===== config.mk =====
export PLATFORM = sky130hd
export DESIGN_NAME = tlb_fa
export DESIGN_NICKNAME = d
export VERILOG_FILES = /design/src/rtl/tlb_pkg.sv /design/src/rtl/tlb_match.sv /design/src/rtl/tlb_victim.sv /design/src/rtl/tlb_fa.sv
export SDC_FILE = /design/constraint.sdc
export NUM_CORES = 2
export LEC_CHECK = 0
export BUFFER_PORTS_ARGS = -buffer_cell sky130_fd_sc_hd__buf_2
export CAP_MARGIN = 10
export CORE_UTILIZATION = 37
export CTS_CLUSTER_DIAMETER = 80
export DETAILED_ROUTE_END_ITERATION = 10
export PLACE_DENSITY = 0.57
export SKIP_LAST_GASP = 1
export SYNTH_ARGS = -nofsm -noshare
export SYNTH_HDL_FRONTEND = slang
export SYNTH_SLANG_ARGS = --single-unit
export TNS_END_PERCENT = 30

===== constraint.sdc =====
create_clock -name clk -period 6.7 [get_ports clk]
set_clock_uncertainty 0.1 [all_clocks]
set_input_delay 1.34 -clock clk [delete_from_list [all_inputs] [get_ports clk]]
set_output_delay 1.34 -clock clk [all_outputs]
set_load 0.01 [all_outputs]

===== src/rtl/tlb_pkg.sv =====
package tlb_pkg;
    typedef enum logic [1:0] {
        RES_HIT   = 2'd0,
        RES_MISS  = 2'd1,
        RES_FAULT = 2'd2,
        RES_VIOL  = 2'd3
    } res_code_e;

    localparam int PROT_BITS = 3;
    localparam int PROT_RD   = 0;
    localparam int PROT_WR   = 1;
    localparam int PROT_USR  = 2;
endpackage


===== src/rtl/tlb_match.sv =====
module tlb_match #(
    parameter int N     = 16,
    parameter int VPN_W = 20,
    parameter int PID_W = 8,
    localparam int IDX_W = $clog2(N)
) (
    input  logic [N-1:0]            occ_i,
    input  logic [N-1:0][VPN_W-1:0] vpn_i,
    input  logic [N-1:0][PID_W-1:0] pid_i,
    input  logic [VPN_W-1:0]        look_vpn_i,
    input  logic [PID_W-1:0]        cur_pid_i,
    output logic                    hit_o,
    output logic [IDX_W-1:0]        idx_o
);
    logic [N-1:0] eq;

    for (genvar g = 0; g < N; g++) begin : g_cmp
        assign eq[g] = occ_i[g] && (vpn_i[g] == look_vpn_i) && (pid_i[g] == cur_pid_i);
    end

    always_comb begin
        hit_o = |eq;
        idx_o = '0;
        for (int i = N - 1; i >= 0; i--) begin
            if (eq[i]) idx_o = IDX_W'(i);
        end
    end
endmodule


===== src/rtl/tlb_victim.sv =====
module tlb_victim #(
    parameter int N    = 16,
    parameter int OS_N = 4,
    localparam int IDX_W = $clog2(N)
) (
    input  logic [N-1:0]     occ_i,
    input  logic [IDX_W-1:0] mru_i,
    input  logic             os_sel_i,
    output logic [IDX_W-1:0] vic_o
);
    logic             got_free, got_old;
    logic [IDX_W-1:0] free_idx, old_idx;

    always_comb begin
        got_free = 1'b0;
        got_old  = 1'b0;
        free_idx = '0;
        old_idx  = '0;
        for (int i = 0; i < N; i++) begin
            if ((os_sel_i && i < OS_N) || (!os_sel_i && i >= OS_N)) begin
                if (!occ_i[i] && !got_free) begin
                    got_free = 1'b1;
                    free_idx = IDX_W'(i);
                end
                if (IDX_W'(i) != mru_i && !got_old) begin
                    got_old = 1'b1;
                    old_idx = IDX_W'(i);
                end
            end
        end
        vic_o = got_free ? free_idx : old_idx;
    end
endmodule


===== src/rtl/tlb_fa.sv =====
module tlb_fa #(
    parameter int N     = 16,
    parameter int OS_N  = 4,
    parameter int VPN_W = 20,
    parameter int PFN_W = 20,
    parameter int PID_W = 8,
    parameter int OFF_W = 12,
    localparam int IDX_W = $clog2(N),
    localparam int VA_W  = VPN_W + OFF_W,
    localparam int PA_W  = PFN_W + OFF_W
) (
    input  logic                           clk,
    input  logic                           rst_n,
    input  logic                           pid_wr_en,
    input  logic [PID_W-1:0]               pid_wr_data,
    input  logic                           lk_req,
    input  logic [VA_W-1:0]                lk_vaddr,
    input  logic                           lk_store,
    input  logic                           lk_user,
    input  logic                           fill_en,
    input  logic                           fill_os,
    input  logic [VPN_W-1:0]               fill_vpn,
    input  logic [PID_W-1:0]               fill_pid,
    input  logic [PFN_W-1:0]               fill_pfn,
    input  logic                           fill_pv,
    input  logic [tlb_pkg::PROT_BITS-1:0]  fill_prot,
    input  logic                           inv_en,
    input  logic                           inv_all,
    input  logic [PID_W-1:0]               inv_pid,
    output logic                           res_valid,
    output logic [1:0]                     res_code,
    output logic [PA_W-1:0]                res_paddr,
    output logic                           res_dirty
);
    import tlb_pkg::*;

    typedef struct packed {
        logic                 occ;
        logic [VPN_W-1:0]     vpn;
        logic [PID_W-1:0]     pid;
        logic [PFN_W-1:0]     pfn;
        logic                 pv;
        logic [PROT_BITS-1:0] prot;
        logic                 dirty;
    } entry_t;

    typedef struct packed {
        entry_t [N-1:0]   ent;
        logic [PID_W-1:0] cur_pid;
        logic [IDX_W-1:0] mru;
        logic             rv;
        logic [1:0]       rc;
        logic [PA_W-1:0]  rpa;
        logic             rd;
    } state_t;

    state_t q, d;

    logic [N-1:0]            occ_v;
    logic [N-1:0][VPN_W-1:0] vpn_v;
    logic [N-1:0][PID_W-1:0] pid_v;
    logic                    hit_any;
    logic [IDX_W-1:0]        hit_idx, victim;
    entry_t                  sel;
    logic                    maint;

    for (genvar g = 0; g < N; g++) begin : g_flat
        assign occ_v[g] = q.ent[g].occ;
        assign vpn_v[g] = q.ent[g].vpn;
        assign pid_v[g] = q.ent[g].pid;
    end

    tlb_match #(.N(N), .VPN_W(VPN_W), .PID_W(PID_W)) u_match (
        .occ_i      (occ_v),
        .vpn_i      (vpn_v),
        .pid_i      (pid_v),
        .look_vpn_i (lk_vaddr[VA_W-1:OFF_W]),
        .cur_pid_i  (q.cur_pid),
        .hit_o      (hit_any),
        .idx_o      (hit_idx)
    );

    tlb_victim #(.N(N), .OS_N(OS_N)) u_victim (
        .occ_i    (occ_v),
        .mru_i    (q.mru),
        .os_sel_i (fill_os),
        .vic_o    (victim)
    );

    assign sel   = q.ent[hit_idx];
    assign maint = fill_en || inv_en;

    always_comb begin
        d     = q;
        d.rv  = lk_req;
        d.rc  = RES_MISS;
        d.rpa = '0;
        d.rd  = 1'b0;
        if (pid_wr_en) d.cur_pid = pid_wr_data;
        if (lk_req && !maint && hit_any) begin
            if (!sel.pv) begin
                d.rc = RES_FAULT;
            end else if ((lk_store && !sel.prot[PROT_WR]) ||
                         (!lk_store && !sel.prot[PROT_RD]) ||
                         (lk_user && !sel.prot[PROT_USR])) begin
                d.rc = RES_VIOL;
            end else begin
                d.rc                 = RES_HIT;
                d.rpa                = {sel.pfn, lk_vaddr[OFF_W-1:0]};
                d.rd                 = sel.dirty | lk_store;
                d.ent[hit_idx].dirty = sel.dirty | lk_store;
                d.mru                = hit_idx;
            end
        end
        if (fill_en) begin
            d.ent[victim].occ   = 1'b1;
            d.ent[victim].vpn   = fill_vpn;
            d.ent[victim].pid   = fill_pid;
            d.ent[victim].pfn   = fill_pfn;
            d.ent[victim].pv    = fill_pv;
            d.ent[victim].prot  = fill_prot;
            d.ent[victim].dirty = 1'b0;
        end else if (inv_en) begin
            for (int i = 0; i < N; i++) begin
                if (inv_all || q.ent[i].pid == inv_pid) d.ent[i].occ = 1'b0;
            end
        end
    end

    always_ff @(posedge clk) begin
        if (!rst_n) q <= '0;
        else        q <= d;
    end

    assign res_valid = q.rv;
    assign res_code  = q.rc;
    assign res_paddr = q.rpa;
    assign res_dirty = q.rd;


    res_follows_req_chk: assert property (@(posedge clk) disable iff (!rst_n)
        lk_req |=> res_valid);

    no_spurious_res_chk: assert property (@(posedge clk) disable iff (!rst_n)
        !lk_req |=> !res_valid);

    offset_pass_chk: assert property (@(posedge clk) disable iff (!rst_n)
        lk_req |=> (res_code != RES_HIT) ||
                   (res_paddr[OFF_W-1:0] == $past(lk_vaddr[OFF_W-1:0])));

    store_dirty_chk: assert property (@(posedge clk) disable iff (!rst_n)
        (lk_req && lk_store) |=> (res_code != RES_HIT) || res_dirty);

    user_region_chk: assert property (@(posedge clk) disable iff (!rst_n)
        (fill_en && !fill_os) |-> int'(victim) >= OS_N);

    victim_not_mru_chk: assert property (@(posedge clk) disable iff (!rst_n)
        (fill_en && q.ent[victim].occ) |-> victim != q.mru);

    maint_miss_chk: assert property (@(posedge clk) disable iff (!rst_n)
        (lk_req && maint) |=> res_code == RES_MISS);
endmodule


=== After elaboration in Yosys (flattened, before gate mapping) ===
Index checks and enable logic that the tools add are counted.

* Flip-flop bits (word level): 912
* Bits in latches: 0
* RAM bits: 0
* Memory bits (read-only): 0
* Bits of input ports: 110
* Output and inout bits: 36
* Word-level logic and storage cells: 571
* Memories: 0

* Add/sub/neg operators: 0
* $mul: 0
* Div/mod/pow operators: 0
* $lt $le $gt $ge: 4
* Equality and inequality tests: 63
* Shifts and indexed selects: 0
* Multiplexer cells: 237
* Bitwise gates (word level): 5
* Reduce and logical (&&, ||, !) cells: 143

{| class="wikitable"
|+ Operators by type and width
! kind !! count
|-
| $bwmux 864 || 8
|-
| $mux 864 || 3
|-
| $demux 54 s4 || 8
|-
| $mux 53 || 17
|-
| $eq 20x20->1 || 16
|-
| $mux 4 || 74
|-
| $eq 8x8->1 || 32
|-
| $bmux 54 s4 || 1
|-
| $mux 1 || 116
|-
| $mux 33 || 3
|-
| $logic_and 1x1->1 || 69
|-
| $mux 54 || 1
|-
| $logic_not 1->1 || 50
|-
| $mux 25 || 2
|-
| $mux 34 || 1
|-
| $ne 4x4->1 const A || 8
|-
| $logic_or 1x1->1 || 19
|-
| $ne 3x4->1 const A || 4
|-
| $reduce_or 16->1 || 1
|-
| $lt 4x5->1 const B || 2
|-
| $ge 4x1->1 const B || 2
|-
| $ne 2x4->1 const A || 2
|-
| $mux 5 || 1
|-
| $mux 2 || 2
|-
| 7 further kinds || 10
|}

=== Logic depth before layout (Yosys ltp) ===
* Depth after elaboration: 76
* Mapped depth: 20
* Gate-level depth less buffers: 14

=== Cells and area by module ===
Synthesis repeated with hierarchy kept, for this count alone.

* Cell total of the unflattened synthesis: 5162
* Area, all modules: 41855.1 um2

{| class="wikitable"
|+ Modules (own cells, without submodules)
! module !! times used !! cells an instance !! area each (um2) !! seq. area each (um2)
|-
| tlb_fa || 1 || 4426 || 36231.0 || 18257.5
|-
| tlb_match || 1 || 700 || 5376.4 || 0.0
|-
| tlb_victim || 1 || 36 || 247.7 || 0.0
|}

=== Worst setup path before layout ===
No wires, ideal clock.

* Path type: input-to-reg
* From: input lk_vaddr[23]
* To: register q[372] in the netlist's numbering
* Library setup time: 72 ps
* Data arrival time: 5161 ps
* Required time: 6528 ps
* Setup slack: 1368 ps
* Stages on the path: 18
* Buffers on the path: 4
* Path through: buf_2 -> xnor2_1 -> nand4_1 -> or4_1 -> nor4_1 -> o21bai_1 -> a21bo_1 -> a2111o_1 -> and2_1 -> clkbuf_2 -> mux2i_1 -> a221o_1 -> o22ai_1 -> o41ai_2 -> buf_6 -> buf_2 -> nor4_1 -> mux2i_1

* Longest elaborated chain between the ends: 36
* Elaborated cells between the ends (all ways): 94
* Classes of those cells: order compare: 2; eq/ne: 16; mux: 32; bitwise: 1; reduce/logical: 43

{| class="wikitable"
|+ Ends and longest elaborated chain
! item !! line !! RTL
|-
| from (decl) || tlb_fa.sv:17 || <nowiki>input logic [VA_W-1:0] lk_vaddr,</nowiki>
|-
| parallel branches: the longest is 27 deep, another holds $eq 20x20->1 || - ||
|-
| $mux 864 * || tlb_fa.sv:100 || <nowiki>if (lk_req && !maint && hit_any) begin</nowiki>
|-
| $bwmux 864 || tlb_fa.sv:116 || <nowiki>d.ent[victim].occ = 1'b1;</nowiki>
|-
| $bwmux 864 || tlb_fa.sv:117 || <nowiki>d.ent[victim].vpn = fill_vpn;</nowiki>
|-
| $bwmux 864 || tlb_fa.sv:118 || <nowiki>d.ent[victim].pid = fill_pid;</nowiki>
|-
| $bwmux 864 || tlb_fa.sv:119 || <nowiki>d.ent[victim].pfn = fill_pfn;</nowiki>
|-
| $bwmux 864 || tlb_fa.sv:120 || <nowiki>d.ent[victim].pv = fill_pv;</nowiki>
|-
| $bwmux 864 || tlb_fa.sv:121 || <nowiki>d.ent[victim].prot = fill_prot;</nowiki>
|-
| $bwmux 864 || tlb_fa.sv:122 || <nowiki>d.ent[victim].dirty = 1'b0;</nowiki>
|-
| $mux 53 * || tlb_fa.sv:115 || <nowiki>if (fill_en) begin</nowiki>
|-
| to (signal assigned) || tlb_fa.sv:131 || <nowiki>if (!rst_n) q <= '0;</nowiki>
|-
| to (signal assigned) || tlb_fa.sv:132 || <nowiki>else q <= d;</nowiki>
|-
| to (decl) || tlb_fa.sv:57 || <nowiki>state_t q, d;</nowiki>
|}

Every way passes the cells marked *. The select of a mux whose other input is x is not followed.
A chain may end at the register's enable or synchronous reset.

=== Worst setup path after layout ===
* From: input lk_vaddr[20]
* To: register q[750] in the netlist's numbering

Same word-level chain as after synthesis.

==> flow_summary.json <==
{
  "cp_cell_sequence": "buf_2, xor2_1, nor4_1, nand4_1, a211oi_1, o311a_1, nor2_1, o31a_2, mux2i_1, and3_1, a211oi_2, nand2_2, buf_4, or3_1, o311a_1, o21a_1",
  "io_buffers": 145,
  "p_leak_nw": 18.3,
  "wl_per_cell_um": 25.9,
  "synth.area.mux_share": 0.0516,
  "worst_pin_slew_ps": 1350,
  "clockBufferDepth": 3,
  "cp_max_fo": 13,
  "cts_setup_buffers": 0,
  "chipHeight_um": 346,
  "fin_crit_sh": 0.935,
  "ys_warn_count": 0,
  "worst_skew_pair.late_latency_ps": 710,
  "die_area_um2": 120000,
  "cts_tree": "done",
  "stdcell_count": 6964,
  "initialDrtViolationCount": 5008,
  "slowest_stage": "nor4_1",
  "critPathTopFamily": "simple AND/OR/NAND/NOR gates",
  "gp_congestion": 0.982,
  "cp_num_buf_inv": 2,
  "syn_avg_cell_area_um2": 8.00,
  "p_per_area_nw_per_um2": 257,
  "initial_utilization": 0.375,
  "num_vias": 39800,
  "antenna_left": 0,
  "drc": 0,
  "clock-sinks": 912,
  "synth_top_family_by_area": "simple AND/OR/NAND/NOR gates",
  "hpwl_um": 115000,
  "overflow": 0,
  "yosys.area_share.simple": 0.216,
  "die_w_um": 346,
  "drt-pass1-iter-count": 7,
  "grtUsageTotal": 0.290,
  "grt_max_degree": 226,
  "setup-violations-final": 0,
  "synth_xor_area_frac": 0.118,
  "rsz0062_at_grt": "no",
  "hold_viol": 0,
  "rows": 125,
  "synth_fa_ha_area_frac": 0,
  "place_ws_ps": -144,
  "fin_crit_ps": 6270,
  "syn_to_final_growth_pct": 12.4,
  "crit_path_max_incr_delay_ps": 1160,
  "grt_pass1_wl_um": 258000,
  "io-pin-count": 146,
  "hold_class": "register to register",
  "finalWirelength_um": 180000,
  "final_max_slew_viol_count": 0,
  "synth_cell_type_count": 88,
  "design_power_total_mw": 12.6,
  "path_class": "input port to register",
  "worstPathArrival_ps": 6750,
  "nets": 5462,
  "cts_buffers": 102,
  "drive_gt1_frac": 0.101,
  "synth_edf_count": 0,
  "netlist_area_um2": 43700,
  "required_ps": 7180,
  "synthesis.nets": 5577,
  "core_um2": 117000,
  "cts_hold_buffers": 0,
  "cpMostUsedCell": "o311a_1",
  "fin_ws_ps": 434,
  "synthArstFlopShare": 0,
  "critPathLaunchType": "input port",
  "r2r_slack_ps": 540,
  "ys.flop_type": "dfxtp_1",
  "cp-end-kind": "register",
  "setup_tns_ps": 0,
  "ir_worst_vdd_mv": 0.184,
  "ys_seq_area_frac": 0.417,
  "cts-root-buf": "clkbuf_16",
  "status": "finished, final reports clean",
  "grt_pass1_vias": 35900,
  "maxSlewHeadroom": 0.101,
  "viasPerCell": 5.72,
  "clkTransAtPathRegs_ps": 60,
  "ys_ff_latch": 912,
  "synth_compound_gate_area_share": 0.142,
  "cts_resized": 0,
  "clock.fmax_mhz": 160,
  "h-tree-depth": 3,
  "antenna_found_initial": 8,
  "syn_inst": 5467,
  "placed_cells": 6772,
  "cap_violations": 0
}
==> report_power, final <==
part           total [mW]  internal (mW)  leakage (nW)  switching (mW)
clock network        6.14           3.66          1.82            2.48
registers            5.52           5.47          7.36          0.0504
logic               0.977          0.264          9.08           0.713
total                12.6           9.40          18.3            3.24
==> cell usage after synthesis, types with 6 or more instances <==
cell / number / area [um2]
a21oi_1: 780 / 3900
a21oi_2: 19 / 166
a221o_1: 62 / 621
a22o_1: 20 / 175
a22oi_1: 61 / 458
and2_1: 16 / 100
and3_1: 12 / 75.1
and4_1: 10 / 87.6
buf_1: 10 / 37.5
buf_2: 25 / 125
buf_4: 58 / 435
buf_6: 25 / 282
clkbuf_1: 365 / 1370
dfxtp_1: 912 / 18300
inv_1: 37 / 139
mux2i_1: 222 / 2220
nand2_1: 1443 / 5420
nand2b_1: 16 / 100
nand3_1: 43 / 215
nand4_1: 156 / 976
nor2_1: 248 / 931
nor2_2: 10 / 62.6
nor2b_1: 15 / 93.8
nor3_1: 9 / 45.0
nor3b_1: 12 / 90.1
nor4_1: 101 / 632
o211ai_1: 10 / 75.1
o21ai_0: 28 / 140
o311ai_0: 6 / 52.6
or2_1: 7 / 43.8
or2_2: 7 / 43.8
or3_1: 15 / 93.8
or4_1: 25 / 188
xnor2_1: 326 / 2860
xnor2_2: 8 / 130
xor2_1: 246 / 2150
==> final cells by class <==
class / count / area (um2)
fill: 11800 / 67500
multi-input combinational: 4032 / 23200
sequential: 912 / 18300
clock buffer: 145 / 3080
timing repair buffer: 265 / 1930
tap: 1524 / 1910
clock inverter: 45 / 584
inverter: 39 / 154
antenna: 2 / 5.00
==> worst reg2reg max path, stage by stage, from the launching register on <==
cell and delay [ps]:
dfxtp_1 940, buf_4 400, xor2_1 100, nor4_1 1000, nand4_1 250, a211oi_1 440, o311a_1 380, nor2_1 130
o31a_2 500, mux2i_1 200, and3_1 240, a211oi_2 250, nand2_2 130, buf_4 200, or3_1 410, o311a_1 300
o21a_1 100
==> registers in the layout (all words and copies together), names as in the netlist <==
signal	flops
res_paddr	32
res_dirty	1
res_valid	1
q	732
pid_v	128
res_code	2
occ_v	16
==> metal layers <==
layer / GRT usage / routed length (um) / up-vias
met5: 0 / 82 / -
met4: 0.0934 / 5600 / 14
met3: 0.0571 / 17800 / 312
met2: 0.432 / 77000 / 1981
met1: 0.417 / 79700 / 19400
li1: - / - / 18200
==> through the flow <==
stage / util / cell area, um2 / hold WS (ps)
2_1_floorplan: - / 43700 / 332
3_3_place_gp: 0.390 / 45500 / 339
3_5_place_dp: 0.390 / 45500 / 346
4_1_cts: 0.421 / 49200 / 355
5_1_grt: 0.421 / 49200 / 365
6_report: 0.421 / 49200 / 353
==> worst paths after layout <==
path                                    from     end  depth (start not counted)
worst min-delay path                  q[491]  q[491]                          2
worst min register to register        q[491]  q[491]                          2
worst max register to register         q[41]  q[750]                         16
worst max-delay path            lk_vaddr[20]  q[750]                         16
==> layout by cell type (no fill, tap or decap), types with 11 or more instances in the layout <==
cell type,n
nand2_2,11
a21oi_1,780
nor3b_1,12
clkinv_2,23
or3_1,14
dfxtp_1,912
mux2i_1,222
and2_1,11
clkbuf_8,30
nand3_1,39
nor2_1,245
nand2_1,1431
a221o_1,62
nor2b_1,14
or4_1,25
buf_12,24
buf_2,145
a21oi_2,18
xor2_1,246
a22o_1,20
buf_4,96
nand4_1,156
clkbuf_16,105
xnor2_1,326
inv_1,37
nand2b_1,16
bufinv_16,12
o21ai_0,28
a22oi_1,61
nor4_1,97
==> cell families after synthesis <==
kind of cell | after synthesis
simple gates | 2173
compound gates | 1054
flops | 912
xor+xnor | 580
buf+inv | 523
mux | 225
No activity file was read; power rests on OpenSTA's default activity.
